$ cat src/rtl/pirq_pkg.sv
package pirq_pkg;
  localparam int FLAG_W = 8;

  // Bit positions
  localparam int B_PPORT = 7;
  localparam int B_ADC   = 6;
  localparam int B_RX    = 5;
  localparam int B_TX    = 4;
  localparam int B_SSP   = 3;
  localparam int B_CCP   = 2;
  localparam int B_T2    = 1;
  localparam int B_T1    = 0;

  localparam logic [FLAG_W-1:0] RO_MASK = (FLAG_W'(1) << B_RX) | (FLAG_W'(1) << B_TX);

  // Next state of a sticky flag: hardware set dominates, otherwise a write loads it
  function automatic logic sticky_next(logic cur, logic hw_set, logic we, logic wd);
    return hw_set | (we ? wd : cur);
  endfunction
endpackage

$ cat src/rtl/pirq_event_map.sv
module pirq_event_map
  import pirq_pkg::*;
(
  input  logic              evt_pport_i,
  input  logic              evt_adc_i,
  input  logic              rx_full_i,
  input  logic              tx_empty_i,
  input  logic              evt_ssp_i,
  input  logic              evt_ccp_i,
  input  logic              ccp_pwm_i,
  input  logic              evt_t2match_i,
  input  logic              evt_t1ovf_i,
  output logic [FLAG_W-1:0] hw_in
);
  always_comb begin
    hw_in          = '0;
    hw_in[B_PPORT] = evt_pport_i;
    hw_in[B_ADC]   = evt_adc_i;
    hw_in[B_RX]    = rx_full_i;
    hw_in[B_TX]    = tx_empty_i;
    hw_in[B_SSP]   = evt_ssp_i;
    hw_in[B_CCP]   = evt_ccp_i & ~ccp_pwm_i;
    hw_in[B_T2]    = evt_t2match_i;
    hw_in[B_T1]    = evt_t1ovf_i;
  end
endmodule

$ cat src/rtl/pirq_sticky_bit.sv
module pirq_sticky_bit
  import pirq_pkg::*;
(
  input  logic clk,
  input  logic rst_n,
  input  logic hw_set,
  input  logic we,
  input  logic wd,
  output logic q
);
  always_ff @(posedge clk or negedge rst_n) begin
    if (!rst_n) q <= 1'b0;
    else        q <= sticky_next(q, hw_set, we, wd);
  end
endmodule

$ cat src/rtl/pirq_rdport.sv
module pirq_rdport #(
  parameter int W = 8
) (
  input  logic         clk,
  input  logic         rst_n,
  input  logic         rd_en_i,
  input  logic [W-1:0] din,
  output logic [W-1:0] rdata_o
);
  always_ff @(posedge clk or negedge rst_n) begin
    if (!rst_n)       rdata_o <= '0;
    else if (rd_en_i) rdata_o <= din;
  end
endmodule

$ cat src/rtl/pirq_flags.sv
module pirq_flags
  import pirq_pkg::*;
(
  input  logic              clk,
  input  logic              rst_n,
  input  logic              evt_pport_i,
  input  logic              evt_adc_i,
  input  logic              rx_full_i,
  input  logic              tx_empty_i,
  input  logic              evt_ssp_i,
  input  logic              evt_ccp_i,
  input  logic              ccp_pwm_i,
  input  logic              evt_t2match_i,
  input  logic              evt_t1ovf_i,
  input  logic              wr_en_i,
  input  logic [FLAG_W-1:0] wdata_i,
  input  logic              rd_en_i,
  output logic [FLAG_W-1:0] rdata_o,
  output logic [FLAG_W-1:0] flags_o
);
  logic [FLAG_W-1:0] hw_in;
  logic [FLAG_W-1:0] flag_q;

  pirq_event_map u_map (
    .evt_pport_i   (evt_pport_i),
    .evt_adc_i     (evt_adc_i),
    .rx_full_i     (rx_full_i),
    .tx_empty_i    (tx_empty_i),
    .evt_ssp_i     (evt_ssp_i),
    .evt_ccp_i     (evt_ccp_i),
    .ccp_pwm_i     (ccp_pwm_i),
    .evt_t2match_i (evt_t2match_i),
    .evt_t1ovf_i   (evt_t1ovf_i),
    .hw_in         (hw_in)
  );

  for (genvar i = 0; i < FLAG_W; i++) begin : g_bit
    if (RO_MASK[i]) begin : g_ro
      // UART status bits are plain levels; write data is dropped
      logic unused_wd;
      assign unused_wd = wdata_i[i];
      assign flag_q[i] = hw_in[i];
    end else begin : g_st
      pirq_sticky_bit u_bit (
        .clk    (clk),
        .rst_n  (rst_n),
        .hw_set (hw_in[i]),
        .we     (wr_en_i),
        .wd     (wdata_i[i]),
        .q      (flag_q[i])
      );
    end
  end

  assign flags_o = flag_q;

  pirq_rdport #(.W(FLAG_W)) u_rd (
    .clk     (clk),
    .rst_n   (rst_n),
    .rd_en_i (rd_en_i),
    .din     (flag_q),
    .rdata_o (rdata_o)
  );
endmodule


$ cat config.mk
export PLATFORM = sky130hd
export DESIGN_NAME = pirq_flags
export DESIGN_NICKNAME = d
export VERILOG_FILES = /design/src/rtl/pirq_pkg.sv /design/src/rtl/pirq_event_map.sv /design/src/rtl/pirq_sticky_bit.sv /design/src/rtl/pirq_rdport.sv /design/src/rtl/pirq_flags.sv
export SDC_FILE = /design/constraint.sdc
export NUM_CORES = 1
export LEC_CHECK = 0
export ABC_CLOCK_PERIOD_IN_PS = 1500
export BUFFER_PORTS_ARGS = -buffer_cell sky130_fd_sc_hd__buf_2
export CORE_UTILIZATION = 28
export DETAILED_ROUTE_END_ITERATION = 16
export PLACE_DENSITY = 0.54
export SKIP_LAST_GASP = 1
export SYNTH_ARGS = -nofsm -noshare
export SYNTH_HDL_FRONTEND = slang
export SYNTH_SLANG_ARGS = --single-unit
$ cat constraint.sdc
create_clock -name clk -period 1.5 [get_ports clk]
set_input_delay 0.3 -clock clk [delete_from_list [all_inputs] [get_ports clk]]
set_output_delay 0.3 -clock clk [all_outputs]
set_load 0.05 [all_outputs]
==> results of run 1 <==
power by group through the flow:
stage          Combinational, uW  Clock (uW)  Sequential [uW]
2_1_floorplan                130           0              520
3_3_place_gp                 262           0              436
3_5_place_dp                 265           0              437
4_1_cts                      267         287              430
5_1_grt                      276         303              435
6_report                     263         270              429
cell families after synthesis:
logic type             Yosys count
AND/OR/NAND/NOR                  5
flip-flops                      14
AO/OA/AOI/OAI                    6
buffers and inverters           11
multiplexers                     9
cell usage in the layout, fill, tap and decap left out:
cell type and n:
buf_2 34, dfrtp_1 14, mux2_2 8, nor2b_2 4, a211o_1 4, clkbuf_4 3
nor2b_1 1, a211o_2 1, inv_1 1, mux2i_1 1, o21ai_0 1, clkbuf_8 1
dlygate4sd3_1 1
timing repair:
item                                   4_1_cts  5_1_grt
setup buffers                                0        0
hold buffers                                 1        0
endpoints found under the hold margin       14        0
area by class of cell:
| class | instances | area (sq um) |
|---|---|---|
| Sequential cell | 14 | 350 |
| Tap cell | 27 | 33.8 |
| Fill cell | 219 | 1250 |
| Clock buffer | 4 | 36.3 |
| Inverter | 1 | 3.75 |
| Multi-Input combinational cell | 20 | 191 |
| Timing Repair Buffer | 35 | 180 |
metal layers:
metal	up-vias	track usage (%)	share of wire, %
met4	0	7.35	1.5
met3	2	3.12	6.9
li1	205	-	-
met5	-	0	0
met2	20	17.4	50
met1	196	10.7	41
flip-flops by register name, indices dropped and copies added, names as in the netlist:
register and count:
g_bit.g_st.u_bit.q 6, u_rd.rdata_o 8
metrics by stage:
| step | cell area [sq um] | hold slack, ns | power [uW] | std cells | util, % |
|---|---|---|---|---|---|
| floorplan | 628 | 0.00441 | 650 | 45 | - |
| global placement | 749 | 0.214 | 698 | 96 | 36.7 |
| detailed placement | 749 | 0.213 | 702 | 96 | 36.7 |
| CTS | 796 | 0.175 | 984 | 101 | 39.0 |
| global route | 796 | 0.180 | 1010 | 101 | 39.0 |
| finish | 796 | 0.190 | 963 | 101 | 39.0 |
path summary, 6_finish.rpt:
kind | slack, ns | to | start | depth (start not counted)
setup / recovery | 0.28 | flags_o[2] | g_bit[2].g_st.u_bit.q | 1
hold / removal | 0.19 | g_bit[2].g_st.u_bit.q | ccp_pwm_i | 2
setup reg to reg | 0.56 | g_bit[0].g_st.u_bit.q | g_bit[0].g_st.u_bit.q | 2
hold reg to reg | 0.51 | u_rd.rdata_o[4] | u_rd.rdata_o[4] | 1
max in group asynchronous | 0.82 | u_rd.rdata_o[1] | rst_n | 2
min in group asynchronous | 0.44 | g_bit[7].g_st.u_bit.q | rst_n | 2
==> implementation parameters, run 1 <==
Parameter                              Value

Synth
  Mean area per synthesized cell ... roughly 14 sq um
  Number of distinct library cell variants in the gate-level netlist after synthesis ... 11
  Number of instances in the synthesized netlist ... 45
  Share of the synthesized area in compound gates (AO/OA/AOI/OAI) ... between 7 and 8%
  Leading cell types by count after synthesis ... dfrtp_1 (14), buf_4 (8), mux2_2 (8)
  Warning count from the yosys run ... 0
  Synth area leaders ... dfrtp_1 (56%), mux2_2 (14%), buf_4 (9.6%)
  FF+latch count, synth ... 14
  Post-synth top area share ... between 50% and 60%
  Net count after synthesis ... between 60 and 70
  Largest family of logic cells by synthesized area ... multiplexers
  Number of enable-type register cells in the synthesized netlist ... 0
  Share of async-settable or async-resettable flops after synthesis ... 100%
  Library cell with the highest instance count after synthesis ... dfrtp_1
  Simple-gate share of the synthesized area ... around 6.6%
  Most frequently used flop master after synthesis ... dfrtp_1
  Cell taking the most area after synthesis ... dfrtp_1
  Share of synthesized area occupied by flip-flops and latches ... a little under three fifths
  Xor and xnor fraction of the mapped netlist area ... 0%
  Area share of fa/ha/maj cells after synthesis ... 0%
  Mapped cell area ... between 600 and 700 sq um
  Portion of netlist area occupied by mux cells ... between 10% and 20%

Route
  Via count normalized by instance count ... around 4.2
  Post-detailed-route wirelength per cell ... between 10 and 15 microns
  Residual DRC count ... 0
  Total Routed Length ... approximately 1100 microns
  Vias ... 423
  First-pass iteration count of the detailed router ... 3
  Remaining antenna violation count ... 0
  Number of design-rule violations left by the first detailed-router iteration ... 6

Placed design
  Post-DP HPWL ... approximately 810 microns
  Final weighted congestion of routability-driven global placement ... 0.621
  Quantity of I/O buffers inserted on ports ... 34
  Placement-stage worst setup slack ... approximately 0.45 ns

CTS
  Post-cts resize count ... 0
  H-Tree Depth ... 1
  Clock sink total ... 14
  Largest buffer count on any clock path ... 2
  Clock edge transition at the registers on the reported setup and hold paths ... about 0.080 ns
  CTS buffer count ... 3
  TritonCTS clock tree ... built
  Clock tree root buffer cell ... clkbuf_4
  Clock insertion delay at the later pin of the skew report ... approximately 0.28 ns

STA
  Max transition margin ... 79.3%
  Count of endpoints failing hold in the final timing report ... 0
  Setup-failing EPs final ... 0
  Final slew viol count ... 0
  Min cycle time layout ... approximately 1.2 ns
  Period utilization ... approximately four fifths
  Final Skew ... approximately 0.00041 ns
  Final WS setup ... between 0.2 and 0.3 ns
  Final-layout setup total negative slack ... 0 ns
  Slew @ Worst Pin ... slightly above 0.3 ns
  Unrepaired setup endpoints after global routing ... no
  Max Freq ... 0.822 GHz

Critical path
  Crit end category ... output pin
  Data arrival time of the worst path ... between 0.9 and 1 ns
  Setup Crit Path Kind ... reg -> out
  Category of the worst setup path launch point ... flip-flop
  Slowest library cell on the worst path ... dfrtp_1
  Top delay family on crit path ... flip-flops
  CP bufs+invs ... 1
  Peak per-stage delay on the critical path ... between 0.3 and 0.4 ns
  Highest net fanout along the worst path ... 3
  Required time at the endpoint of the critical path ... roughly 1.2 ns
  Critical Path, Cell by Cell ... buf_2

Floorplanning
  Overall die height ... approximately 49 microns
  Total die area ... 0.00244 sq mm
  Total I/O pin count ... 37
  Floorplan die width ... 49.4 microns
  Core footprint ... between 0.002 and 0.0025 sq mm
  Standard-cell row count ... 16
  Starting utilization of the core area ... between 30 and 40%

Power
  Switching portion of total power ... 33.7%
  Power Density ... about 1200 mW/mm^2
  Worst vdd rail ir drop ... roughly 600 uV
  Relative contribution of the clock network to total power ... roughly 28%
  Leakage power ... 0.000369 uW
  Sequential power share ... between 40% and 50%
  Int Pwr ... ~640 uW
  Net switching component of the power ... 325 uW
  Fraction of power consumed by combinational cells ... about 27%

Global routing
  Number of global-route vias before repair ... slightly above 400
  Antenna violations before repair ... 0
  Maximum number of pins on one net before global-route repair ... 15
  Combined global-route utilization of all metal layers ... around a tenth
  GRT Residual Overflow ... 0
  Wire length of the first global-routing pass ... 1770 microns

Final layout
  Area growth syn-to-layout ... 26.7%
  Fraction of layout instances using a drive strength above 1 ... slightly below 70%
  Final antenna diode count ... 0
  Net count reported at finish ... between 90 and 100

Job
  Reported max-cap violation count ... 0

Worst hold path
  Class of the most critical hold timing path ... in -> reg

Status
  Result of the run ... completed
(Power assumes the default switching activity.)
==> run 2, diff against run 1 <==
--- a/config.mk
+++ b/config.mk
@@ -5,11 +5,11 @@
 export SDC_FILE = /design/constraint.sdc
 export NUM_CORES = 1
 export LEC_CHECK = 0
-export ABC_CLOCK_PERIOD_IN_PS = 1500
+export ABC_CLOCK_PERIOD_IN_PS = 1000
 export BUFFER_PORTS_ARGS = -buffer_cell sky130_fd_sc_hd__buf_2
 export CORE_UTILIZATION = 28
 export DETAILED_ROUTE_END_ITERATION = 16
-export PLACE_DENSITY = 0.54
+export PLACE_DENSITY = 0.56
 export SKIP_LAST_GASP = 1
 export SYNTH_ARGS = -nofsm -noshare
 export SYNTH_HDL_FRONTEND = slang
==> constraint.sdc (replaced) <==
create_clock -name clk -period 1 [get_ports clk]
set_input_delay 0.2 -clock clk [delete_from_list [all_inputs] [get_ports clk]]
set_output_delay 0.2 -clock clk [all_outputs]
set_load 0.05 [all_outputs]
==> run 2 against run 1 <==
  * The flow now finishes with violations (negative setup slack)
  * Flip-flop and latch count did not move
  * Core utilization rose by 6.6 points
  * Non-clock buffer count rose by 4
  * Highest routed layer unchanged
  * Register-to-register slack got worse by 0.58 ns
  * Sequential power rose by 53%
  * Largest cell class unchanged
  * Worst setup slack got worse by 0.33 ns
==> implementation parameters, run 2 (synthesized netlist as in run 1, its figures left out) <==
Parameter                              Value

Status
  Result of the run ... finished with violations
  Violated checks ... negative setup slack

Floorplanning
  Overall die height ... 49.4 microns (unchanged)
  Floorplan die width ... 49.4 microns (unchanged)
  Total I/O pin count ... 37 (unchanged)
  Standard-cell row count ... 16 (unchanged)
  Core footprint ... 0.00204 sq mm (unchanged)
  Total die area ... 0.00244 sq mm (unchanged)
  Starting utilization of the core area ... 30.8% (unchanged)

CTS
  Clock edge transition at the registers on the reported setup and hold paths ... 0.08 ns (about the same)
  Largest buffer count on any clock path ... 2 (unchanged)
  H-Tree Depth ... 1 (unchanged)
  Clock tree root buffer cell ... clkbuf_4
  CTS buffer count ... 3 (unchanged)
  TritonCTS clock tree ... built
  Clock sink total ... 14 (unchanged)
  Clock insertion delay at the later pin of the skew report ... 0.27 ns (about the same)

Critical path
  End point of the critical path ... flags_o[0]
  Required time at the endpoint of the critical path ... 0.80 ns (-0.40 ns)
  Data arrival time of the worst path ... 0.85 ns (-0.07 ns)
  Reg-to-reg critical path endpoint ... g_bit[1].g_st.u_bit.q
  Critical Path, Cell by Cell ... buf_6
  Slowest library cell on the worst path ... dfrtp_1
  Highest net fanout along the worst path ... 3 (unchanged)
  Critical path depth in cells ... 1 (unchanged)
  Origin of the worst setup path ... g_bit[0].g_st.u_bit.q
  Category of the worst setup path launch point ... flip-flop
  Crit end category ... output pin
  Depth of the most critical reg-to-reg path ... 3 (+1)
  Peak per-stage delay on the critical path ... 0.41 ns (+0.04 ns)
  Setup Crit Path Kind ... reg -> out
  CP bufs+invs ... 1 (unchanged)
  Top delay family on crit path ... flip-flops
  Worst reg2reg setup slack ... -0.02 ns (-0.58 ns)
  Startpoint of the worst-slack reg-to-reg timing path ... g_bit[1].g_st.u_bit.q

STA
  Unrepaired setup endpoints after global routing ... yes
  Period utilization ... 105%
  Slew @ Worst Pin ... 0.313 ns (+0.00171 ns)
  Max transition margin ... 79.1% (-0.11 points)
  Setup-failing EPs final ... 15 (+15)
  Count of endpoints failing hold in the final timing report ... 0 (unchanged)
  Final WS setup ... -0.0482 ns (-0.331 ns)
  Max Freq ... ~0.95 GHz
  Final slew viol count ... 0 (unchanged)
  Final Skew ... 0.000134 ns (-0.000280 ns)
  Min cycle time layout ... 1.05 ns

Final layout
  Final antenna diode count ... 0 (unchanged)
  Net count reported at finish ... 100 (+4.2%)
  Area growth syn-to-layout ... 48.0%
  Fraction of layout instances using a drive strength above 1 ... 71.8% (+2.9 points)
  Number of standard cells in the layout, taps in and fillers out ... 105 (+4.0%)
  Top Registers ... u_rd.rdata_o x8, g_bit.g_st.u_bit.q x6
  Number of fill cells in the layout ... 195 (-11%)
  Register name with the most flops ... u_rd.rdata_o
  Core Util, Final ... 45.5% (+6.6 points)
  Commonest non-fill, non-tap cell in the layout ... buf_2
  Area used by multi-input combinational logic ... 204 sq um (+6.5%)
  Number of flip-flops in the largest register ... 8 (unchanged)
  Most frequent cells in the layout ... buf_2 (20), buf_6 (15), dfrtp_1 (14), mux2_2 (8), a211o_1 (4)
  Register Area ... 350 sq um (unchanged)

Route
  Total Routed Length ... 1170 microns (+5.0%)
  Number of design-rule violations left by the first detailed-router iteration ... 4 (-2)
  Via count normalized by instance count ... 4.10 (-2.0%)
  Residual DRC count ... 0 (unchanged)
  First-pass iteration count of the detailed router ... 2 (-1)
  Vias ... 431 (+1.9%)
  Post-detailed-route wirelength per cell ... 11.1 microns (+0.95%)
  Remaining antenna violation count ... 0 (unchanged)

Power
  Relative contribution of the clock network to total power ... 25.4% (-2.7 points)
  Fraction of power consumed by combinational cells ... 32.0% (+4.7 points)
  Sequential power share ... 42.6% (-2.0 points)
  Total power consumption of the routed design ... 1540 uW (+60%)
  Power Density ... 1660 mW/mm^2 (+37%)
  Switching portion of total power ... 32.1% (-1.7 points)
  Worst vdd rail ir drop ... 996 uV (+66%)
  Net switching component of the power ... 494 uW (+52%)
  Int Pwr ... 1050 uW (+64%)
  Leakage power ... 0.000442 uW (+20%)

Global routing
  Number of global-route vias before repair ... 400 (-3.6%)
  Wire length of the first global-routing pass ... 1860 microns (+4.7%)
  Antenna violations before repair ... 0 (unchanged)
  GRT Residual Overflow ... 0 (unchanged)
  Maximum number of pins on one net before global-route repair ... 15 (unchanged)
  Combined global-route utilization of all metal layers ... 10.7% (+0.43 points)

Worst hold path
  Class of the most critical hold timing path ... in -> reg

Placed design
  Placement-stage worst setup slack ... 0.0407 ns (-0.410 ns)
  Dpl cells ... 96 (unchanged)
  Final weighted congestion of routability-driven global placement ... 0.642 (+3.5%)
  Quantity of I/O buffers inserted on ports ... 34 (unchanged)

Job
  Reported max-cap violation count ... 0 (unchanged)
## run 2: routing by layer
layer | vias up | track usage [%] | wire [microns] | part of all wire, %
met3 | 2 | 4.67 | 75 | 6.4
met2 | 24 | 17.1 | 596 | 51
li1 | 212 | - | - | -
met5 | - | 0 | 0 | 0
met1 | 193 | 11.7 | 474 | 41
met4 | 0 | 5.88 | 19 | 1.6
## run 2: area by class of cell
type	count	share of cell area, %
Sequential cell	14	37.7
Multi-Input combinational cell	20	21.9
Clock buffer	4	3.90
Inverter	1	0.404
Tap cell	27	3.63
Timing Repair Buffer	39	32.4
## run 2: worst min path at each step
stage / cells after the start / startpoint / to
floorplan: 0 / rst_n / g_bit[0].g_st.u_bit.q
global placement: 1 / rst_n / u_rd.rdata_o[7]
detailed placement: 1 / rst_n / u_rd.rdata_o[7]
CTS: 2 / ccp_pwm_i / g_bit[2].g_st.u_bit.q
global route: 2 / evt_t1ovf_i / g_bit[0].g_st.u_bit.q
finish: 2 / ccp_pwm_i / g_bit[2].g_st.u_bit.q
## run 2: per-stage QoR
step | setup TNS [ns] | hold slack, ns | cell area [sq um]
2_1_floorplan | 0 | -0.0956 | 628
3_3_place_gp | 0 | 0.111 | 749
3_5_place_dp | 0 | 0.107 | 749
4_1_cts | -0.582 | 0.0996 | 898
5_1_grt | -1.08 | 0.0962 | 930
6_report | -0.399 | 0.107 | 930
## run 2: repair_timing
action	CTS	global route
setup endpoints to repair	14	16
pin swaps	0	1
hold buffers	1	0
hold endpoints to repair	14	0
gates resized for setup	28	4
buffers inserted	2	2
## run 2: power by group through the flow
stage | Combinational (uW) | Sequential [uW] | Clock, uW
final | 494 | 656 | 391
after global routing | 518 | 663 | 449
after CTS | 477 | 655 | 415
after detailed placement | 398 | 655 | 0
after global placement | 394 | 653 | 0
after floorplan | 195 | 780 | 0
==> run 3, diff against run 2 <==
--- a/config.mk
+++ b/config.mk
@@ -9,7 +9,7 @@
 export BUFFER_PORTS_ARGS = -buffer_cell sky130_fd_sc_hd__buf_2
 export CORE_UTILIZATION = 28
 export DETAILED_ROUTE_END_ITERATION = 16
-export PLACE_DENSITY = 0.56
+export MAX_ROUTING_LAYER = met4
 export SKIP_LAST_GASP = 1
 export SYNTH_ARGS = -nofsm -noshare
 export SYNTH_HDL_FRONTEND = slang
==> run 3 against run 2 <==
  * Sequential share of layout area up 0.99 points
  * Flip-flop and latch count unchanged
  * The flow still finishes with violations (negative setup slack)
  * Routed wire length decreased by 3.9%
  * Clock skew barely moved
  * Non-clock buffer count is 1 lower
  * Fmax increased by 1.4%
  * Core utilization is 1.2 points lower
  * Via count rose by 3.0%
  * Clock power about the same
  * Largest cell class unchanged
  * Worst setup slack improved by 0.014 ns
==> implementation parameters, run 3 (synthesized netlist as in run 1, its figures left out) <==
Parameter                              Value

Route
  Total Routed Length ... 1120 microns (-3.9%)
  Post-detailed-route wirelength per cell ... 10.8 microns (-3.0%)
  Met2 wirelength from detailed routing ... 594 microns (-0.34%)
  First-pass iteration count of the detailed router ... 2 (unchanged)
  Routed length on met3 ... 78 microns (+4.0%)
  Highest Signal Layer ... met4
  Remaining antenna violation count ... 0 (unchanged)
  Total routed wire length on the met1 layer ... 427 microns (-9.9%)
  Residual DRC count ... 0 (unchanged)
  Number of design-rule violations left by the first detailed-router iteration ... 2 (-2)
  Vias ... 444 (+3.0%)
  Via count normalized by instance count ... 4.27 (+4.0%)

Floorplanning
  Core footprint ... 0.00204 sq mm (unchanged)
  Standard-cell row count ... 16 (unchanged)
  Total die area ... 0.00244 sq mm (unchanged)
  Total I/O pin count ... 37 (unchanged)
  Starting utilization of the core area ... 30.8% (unchanged)
  Overall die height ... 49.4 microns (unchanged)
  Floorplan die width ... 49.4 microns (unchanged)

Final layout
  Number of fill cells in the layout ... 203 (+4.1%)
  Area used by multi-input combinational logic ... 191 sq um (-6.1%)
  Register Area ... 350 sq um (unchanged)
  Fraction of layout instances using a drive strength above 1 ... 70.1% (-1.7 points)
  Most frequent cells in the layout ... buf_2 (20), dfrtp_1 (14), buf_6 (14), mux2_2 (8)
  Top Registers ... u_rd.rdata_o x8, g_bit.g_st.u_bit.q x6
  Net count reported at finish ... 99 (-1.0%)
  Number of flip-flops in the largest register ... 8 (unchanged)
  Register name with the most flops ... u_rd.rdata_o
  Area growth syn-to-layout ... 44.2%
  Final antenna diode count ... 0 (unchanged)
  Commonest non-fill, non-tap cell in the layout ... buf_2

STA
  Setup-failing EPs final ... 16 (+1)
  Final Skew ... 0.000388 ns (+0.000253 ns)
  Unrepaired setup endpoints after global routing ... yes
  Min cycle time layout ... 1.03 ns (-0.0144 ns)
  Period utilization ... 103% (-1.4 points)
  Post-route worst hold slack ... 0.106 ns (-0.000687 ns)
  Final-layout setup total negative slack ... -0.305 ns (+0.0943 ns)
  Count of endpoints failing hold in the final timing report ... 0 (unchanged)
  Final WS setup ... -0.0339 ns (+0.0144 ns)
  Final slew viol count ... 0 (unchanged)
  Max Freq ... 0.967 GHz (+1.4%)
  Slew @ Worst Pin ... 0.311 ns (-0.00208 ns)
  Max transition margin ... 79.3% (+0.14 points)

CTS
  Clock insertion delay at the later pin of the skew report ... 0.27 ns (about the same)
  Clock sink total ... 14 (unchanged)
  Clock tree root buffer cell ... clkbuf_4
  H-Tree Depth ... 1 (unchanged)
  TritonCTS clock tree ... built
  Clock edge transition at the registers on the reported setup and hold paths ... 0.08 ns (about the same)
  Largest buffer count on any clock path ... 2 (unchanged)
  CTS buffer count ... 3 (unchanged)

Critical path
  Slowest library cell on the worst path ... dfrtp_1
  Worst reg2reg setup slack ... 0 ns (+0.02 ns)
  Setup Crit Path Kind ... reg -> out
  Data arrival time of the worst path ... 0.83 ns (-0.02 ns)
  Category of the worst setup path launch point ... flip-flop
  Peak per-stage delay on the critical path ... 0.40 ns (about the same)
  Crit end category ... output pin
  Critical Path, Cell by Cell ... buf_6
  CP bufs+invs ... 1 (unchanged)
  Required time at the endpoint of the critical path ... 0.80 ns (about the same)
  Top delay family on crit path ... flip-flops
  Highest net fanout along the worst path ... 3 (unchanged)

Worst hold path
  Class of the most critical hold timing path ... in -> reg

Power
  Worst vdd rail ir drop ... 709 uV (-29%)
  Power Density ... 1680 mW/mm^2 (+1.2%)
  Leakage power ... 0.000421 uW (-4.6%)

Status
  Violated checks ... negative setup slack
  Result of the run ... finished with violations

Global routing
  Maximum number of pins on one net before global-route repair ... 15 (unchanged)
  Antenna violations before repair ... 0 (unchanged)
  Number of global-route vias before repair ... 457 (+14%)
  Wire length of the first global-routing pass ... 1930 microns (+4.1%)
  GRT Residual Overflow ... 0 (unchanged)
  Combined global-route utilization of all metal layers ... 11.3% (+0.59 points)

Job
  Reported max-cap violation count ... 0 (unchanged)

Placed design
  Final weighted congestion of routability-driven global placement ... 0.632 (-1.7%)
  Quantity of I/O buffers inserted on ports ... 34 (unchanged)
-- run 3: what timing repair did --
item                                    CTS  global route
cloned                                    0             0
pin swaps                                 0             0
resized for setup                        28             0
setup buffers                             2             1
hold endpoints to repair                 14             0
endpoints found under the setup margin   14            16
hold buffers                              1             0
-- run 3: area by class of cell --
cell class | instances | area share (%)
sequential | 14 | 38.7
timing repair buffer | 38 | 32.0
multi-input combinational | 20 | 21.1
clock buffer | 4 | 4.01
tap | 27 | 3.73
inverter | 1 | 0.414
-- run 3: routing by layer --
layer | global-route usage, % | vias up
li1 | - | 211
met3 | 2.80 | 2
met1 | 11.4 | 212
met2 | 18.5 | 19
met4 | 8.82 | 0
met5 | - | -
-- run 3: worst paths after layout --
kind,cells after the start,end,from
max,1,flags_o[3],g_bit[3].g_st.u_bit.q
max in group asynchronous,2,u_rd.rdata_o[7],rst_n
min in group asynchronous,2,g_bit[3].g_st.u_bit.q,rst_n
min reg2reg,1,u_rd.rdata_o[6],u_rd.rdata_o[6]
min,2,g_bit[2].g_st.u_bit.q,ccp_pwm_i
max reg2reg,3,g_bit[6].g_st.u_bit.q,g_bit[6].g_st.u_bit.q
-- run 3: through the flow --
| step | std cells | setup WS (ns) | util [%] | area [sq um] | power, uW |
|---|---|---|---|---|---|
| final | 104 | -0.0339 | 44.4 | 906 | 1520 |
| after detailed placement | 96 | 0.0466 | 36.7 | 749 | 1060 |
| after floorplan | 45 | 0.0118 | - | 628 | 975 |
| after global routing | 104 | -0.0770 | 44.4 | 906 | 1600 |
| after global placement | 96 | 0.0559 | 36.7 | 749 | 1050 |
| after CTS | 103 | -0.0469 | 44.0 | 898 | 1540 |
-- run 3: where the power goes --
part	switching (uW)	internal [uW]
sequential	36.8	619
combinational	283	193
clock	167	221
